$ cat config.mk
export PLATFORM = sky130hd
export DESIGN_NAME = wake_change_det
export DESIGN_NICKNAME = d
export VERILOG_FILES = /design/src/rtl/wcd_pkg.sv /design/src/rtl/wcd_sync.sv /design/src/rtl/wcd_channel.sv /design/src/rtl/wake_change_det.sv
export SDC_FILE = /design/constraint.sdc
export NUM_CORES = 1
export LEC_CHECK = 0
export BUFFER_PORTS_ARGS = -buffer_cell sky130_fd_sc_hd__buf_2
export CORE_MARGIN = 2
export CORE_UTILIZATION = 45
export DETAILED_ROUTE_END_ITERATION = 8
export PLACE_DENSITY_LB_ADDON = 0.15
export SETUP_SLACK_MARGIN = 0.3
export SYNTH_ARGS = -nofsm -noshare
export SYNTH_HDL_FRONTEND = slang
export SYNTH_SLANG_ARGS = --single-unit
$ cat constraint.sdc
create_clock -name clk -period 1.1 [get_ports clk]
set_input_delay 0.11 -clock clk [delete_from_list [all_inputs] [get_ports clk]]
set_output_delay 0.11 -clock clk [all_outputs]
set_load 0.005 [all_outputs]
$ cat src/rtl/wcd_pkg.sv
package wcd_pkg;

    localparam int PORT_W      = 6;
    localparam logic [PORT_W-1:0] PORT_MASK = 6'b011011;
    localparam int CMP_W       = 2;
    localparam logic [CMP_W-1:0]  CMP_MASK  = 2'b11;
    localparam int SYNC_STAGES = 2;

    typedef struct packed {
        logic pin;
        logic cmp;
    } wake_src_t;

    function automatic logic any_wake(input wake_src_t s);
        return s.pin | s.cmp;
    endfunction

endpackage

$ cat src/rtl/wcd_sync.sv
module wcd_sync #(
    parameter int W      = 2,
    parameter int STAGES = 2
) (
    input  logic         clk,
    input  logic         rst,
    input  logic [W-1:0] d,
    output logic [W-1:0] q
);

    logic [W-1:0] stage_q [STAGES];

    always_ff @(posedge clk) begin
        if (rst) begin
            for (int i = 0; i < STAGES; i++) stage_q[i] <= '0;
        end else begin
            stage_q[0] <= d;
            for (int i = 1; i < STAGES; i++) stage_q[i] <= stage_q[i-1];
        end
    end

    assign q = stage_q[STAGES-1];

    generate
        for (genvar g = 1; g < STAGES; g++) begin : g_chk
            // each stage follows its predecessor by one edge
            a_r9_stage_shift: assert property (@(posedge clk) disable iff (rst)
                stage_q[g] == $past(stage_q[g-1]));
        end
    endgenerate

endmodule

$ cat src/rtl/wcd_channel.sv
module wcd_channel #(
    parameter int           W      = 2,
    parameter logic [W-1:0] MASK   = '1,
    parameter int           STAGES = 2
) (
    input  logic         clk,
    input  logic         rst,
    input  logic [W-1:0] din_async,
    input  logic         rd_stb,
    input  logic         wake_en,
    input  logic         sleep_act,
    output logic         wake_o
);

    logic [W-1:0] live;
    logic [W-1:0] ref_q;
    logic         differs;

    wcd_sync #(.W(W), .STAGES(STAGES)) sync_i (
        .clk (clk),
        .rst (rst),
        .d   (din_async),
        .q   (live)
    );

    always_ff @(posedge clk) begin
        if (rst)         ref_q <= '0;
        else if (rd_stb) ref_q <= live;
    end

    assign differs = |((live ^ ref_q) & MASK);
    assign wake_o  = sleep_act & wake_en & differs;

    // a read strobe captures the synchronized value
    a_r3_ref_load: assert property (@(posedge clk) disable iff (rst)
        rd_stb |=> ref_q == $past(live));
    // without a strobe the reference holds
    a_r3_ref_hold: assert property (@(posedge clk) disable iff (rst)
        !rd_stb |=> $stable(ref_q));
    // no wake while awake
    a_r8_no_wake_awake: assert property (@(posedge clk) disable iff (rst)
        !sleep_act |-> !wake_o);
    // no wake while disabled
    a_r6_no_wake_disabled: assert property (@(posedge clk) disable iff (rst)
        !wake_en |-> !wake_o);

endmodule

$ cat src/rtl/wake_change_det.sv
module wake_change_det
    import wcd_pkg::*;
#(
    parameter int                   P_W    = PORT_W,
    parameter logic [PORT_W-1:0]    P_MASK = PORT_MASK,
    parameter int                   C_W    = CMP_W,
    parameter int                   STAGES = SYNC_STAGES
) (
    input  logic           clk,
    input  logic           rst,
    input  logic [P_W-1:0] pin_async,
    input  logic           pin_rd_stb,
    input  logic           pin_wake_en,
    input  logic [C_W-1:0] cmp_async,
    input  logic           cmp_rd_stb,
    input  logic           cmp_wake_en,
    input  logic           sleep_act,
    output logic           wake_pin,
    output logic           wake_cmp,
    output logic           wake_req
);

    localparam logic [C_W-1:0] C_MASK = '1;

    wake_src_t src;

    wcd_channel #(.W(P_W), .MASK(P_MASK[P_W-1:0]), .STAGES(STAGES)) pin_ch_i (
        .clk       (clk),
        .rst       (rst),
        .din_async (pin_async),
        .rd_stb    (pin_rd_stb),
        .wake_en   (pin_wake_en),
        .sleep_act (sleep_act),
        .wake_o    (src.pin)
    );

    wcd_channel #(.W(C_W), .MASK(C_MASK), .STAGES(STAGES)) cmp_ch_i (
        .clk       (clk),
        .rst       (rst),
        .din_async (cmp_async),
        .rd_stb    (cmp_rd_stb),
        .wake_en   (cmp_wake_en),
        .sleep_act (sleep_act),
        .wake_o    (src.cmp)
    );

    assign wake_pin = src.pin;
    assign wake_cmp = src.cmp;
    assign wake_req = any_wake(src);

    // combined request is low whenever sleep is not active
    a_r8_req_awake: assert property (@(posedge clk) disable iff (rst)
        !sleep_act |-> !wake_req);
    // a request always has a source
    a_r10_req_has_src: assert property (@(posedge clk) disable iff (rst)
        wake_req |-> (wake_pin || wake_cmp));

endmodule

==> flow_summary_export.csv <==
group,metric,value,unit
status,status,"finished with violations",
status,violations,"setup timing",
logic_synthesis,synth_async_sr_flop_share,0,
power_and_ir_drop,worst_ir_drop_vdd,0.942,mV
cells_and_area,design_area,778,um2
clocking,insertion_delay,0.28,ns
sta,rsz0062_at_grt,"yes",
critical_path,critical_path.max_stage_delay,0.34,ns
global_route,antenna_found_initial,0,
floorplanning,ios,18,
drt,vias_per_cell,4.54,
cells_and_area,antenna_cells,0,
clocking,cts_buffers,3,
critical_path,critPathBufInv,1,
logic_synthesis,synth_common_cells,"18 x dfxtp_1, 12 x nor2b_1, 6 x mux2i_1, 6 x nor2_1, 6 x xnor2_1",
sta,layout_setup_ws,-0.273,ns
drt,drc,0,
cells_and_area,post_route_cells_drive_above_1_share,0.472,
drt,dr.pass1.iters,3,
cells_and_area,multiInputGateArea,275,um2
sta,finClkSkew,0.00212,ns
drt,drtIter0Drc,3,
sta,max-slew-margin-rel,0.806,
global_route,first_global_vias,364,
clocking,clockRootBuffer,"clkbuf_4",
global_route,grt_max_degree,19,
critical_path,reg2reg_slack,0.45,ns
logic_synthesis,ys_seq_area_frac,0.593,
logic_synthesis,synth_edf_count,0,
power_and_ir_drop,p_per_area,1510,mW/mm2
logic_synthesis,synth_area_leader_cell,"dfxtp_1",
clocking,cts_hold_buffers,0,
drt,vias,395,
sta,finalMaxSlewViolations,0,
floorplanning,design.core.area,0.00128,mm2
cells_and_area,regArea,373,um2
logic_synthesis,syn_area,608,um2
critical_path,startpoint_type,"flip-flop",
power_and_ir_drop,power_leakage,0.331,nW
cells_and_area,layout.nets,88,
critical_path,cp_max_fo,2,
flow_run,maxCapViolations,0,
cells_and_area,fin_util,0.606,
logic_synthesis,syn_nets,70,
clocking,cts_tree,"built",
clocking,postCtsSetupBuffers,0,
logic_synthesis,synth_top_area_share,0.593,
logic_synthesis,synth.most_common_cell,"dfxtp_1",
logic_synthesis,ys.flop_type,"dfxtp_1",
drt,routed_wirelength,822,um
drt,wl_per_cell,9.45,um
floorplanning,dieArea,0.00166,mm2
critical_path,crit_arrival,1.26,ns
global_route,grt-ovfl-total,0,
place,placed_cell_area,727,um2
sta,final-hold-violation-count,0,
global_route,track_usage,0.133,
clocking,cts_buffer_depth,2,
logic_synthesis,synth_cell_type_count,11,
sta,whs,0.0297,ns
floorplanning,die_height,40.8,um
floorplanning,floorplan.initialDensity,0.473,
sta,post-route-min-period,1.37,ns
clocking,clock_sinks,18,
critical_path,crit_type,"flip-flop to output pin",
place,port_buffers,15,
clocking,cts_htree_levels,1,
critical_path,slowest_stage,"dfxtp_2",
logic_synthesis,synth.area.top_cells,"dfxtp_1 59%, nor2b_1 12%, mux2i_1 9.9%, xnor2_1 8.6%, nor2_1 3.7%",
sta,worst_slew_pin_slew,0.291,ns
critical_path,cp_top_family,"flip-flops",
place,gp_congestion,0.559,
logic_synthesis,yosys_warnings,0,
sta,setup_violations,3,
logic_synthesis,postSynthCellCount,55,
logic_synthesis,synth-seq-cells,18,
logic_synthesis,postSynthAreaPerCell,11.1,um2
cells_and_area,area_growth,28.0,%
cells_and_area,fillers,113,
hold_path,hold_path_class,"input port to flip-flop",
critical_path,path_cells,"xnor2_2 > a41oi_2 > or2_1 > buf_2",
sta,min_period_over_period,1.25,
drt,antenna_left,0,
critical_path,endpoint_kind,"output pin",
sta,max_freq,0.728,GHz
clocking,path_clk_slew,0.10,ns
floorplanning,die_x,40.8,um
critical_path,critPathRequiredTime,0.99,ns
floorplanning,rows,13,
global_route,grt_first_pass_wirelength,1.39,mm
[cell usage in the layout, fill, tap and decap left out]
cell type,n
clkbuf_8,1
nor2_1,6
xnor2_1,2
mux2i_1,6
a41oi_2,1
dfxtp_2,10
or2_1,1
dfxtp_1,8
clkbuf_4,3
a21oi_1,1
nand2_1,2
nor2b_1,12
xnor2_2,4
buf_2,15
[layer usage]
layer	track usage	wire (um)	share of wire	vias up
met5	0	0	0	-
met4	0.0750	0	0	0
met3	0.0326	56	0.068	0
met2	0.234	389	0.47	15
met1	0.143	375	0.46	173
li1	-	-	-	207
[kinds of logic after synthesis]
| kind of cell | synth area share |
|---|---|
| flops | 0.593 |
| xor+xnor | 0.0864 |
| buf+inv | 0.0164 |
| compound gates | 0.0226 |
| mux | 0.0988 |
| simple gates | 0.183 |
[report_power, final]
| group | internal [W] | switching [W] |
|---|---|---|
| registers | 0.000679 | 0.0000140 |
| clock network | 0.000201 | 0.000185 |
| logic | 0.0000563 | 0.0000365 |
| total | 0.000937 | 0.000236 |
[registers in the layout (all words and copies together) (netlist names)]
name	flops
pin_ch_i.ref_q	4
pin_ch_i.sync_i.stage_q	8
cmp_ch_i.ref_q	2
cmp_ch_i.sync_i.stage_q	4
[per-stage QoR]
| step | cells | worst slack [ns] | setup TNS, ns | total power, W |
|---|---|---|---|---|
| final | 87 | -0.273 | -0.420 | 0.00117 |
| after global routing | 87 | -0.368 | -0.703 | 0.00123 |
| after CTS | 87 | -0.280 | -0.439 | 0.00118 |
| after detailed placement | 83 | 0.0253 | 0 | 0.000800 |
| after global placement | 83 | 0.0451 | 0 | 0.000796 |
| after floorplan | 55 | 0.154 | 0 | 0.000763 |
[final cells by class]
type                    count  share of cell area
multi-input cells          35               0.354
flip-flops and latches     18               0.479
well taps                  15              0.0241
repair buffers             15              0.0965
clock buffers               4              0.0466
[final timing paths]
check                                             endpoint  cells after the start                                      from
setup / recovery                                  wake_req                      4            pin_ch_i.ref_q[4]$_SDFFE_PP0P_
hold / removal    pin_ch_i.sync_i.stage_q[0][4]$_SDFF_PP0_                      2                              pin_async[4]
setup reg to reg            pin_ch_i.ref_q[3]$_SDFFE_PP0P_                      2  pin_ch_i.sync_i.stage_q[0][9]$_SDFF_PP0_
hold reg to reg   cmp_ch_i.sync_i.stage_q[0][2]$_SDFF_PP0_                      1  cmp_ch_i.sync_i.stage_q[0][0]$_SDFF_PP0_
[what timing repair did]
action                                  CTS  global route
gates resized for setup                   7             0
endpoints found under the setup margin    3             3
cloned                                    0             0
pin swaps                                 4             2
endpoints found under the hold margin     0             0
(Power assumes the default switching activity.)
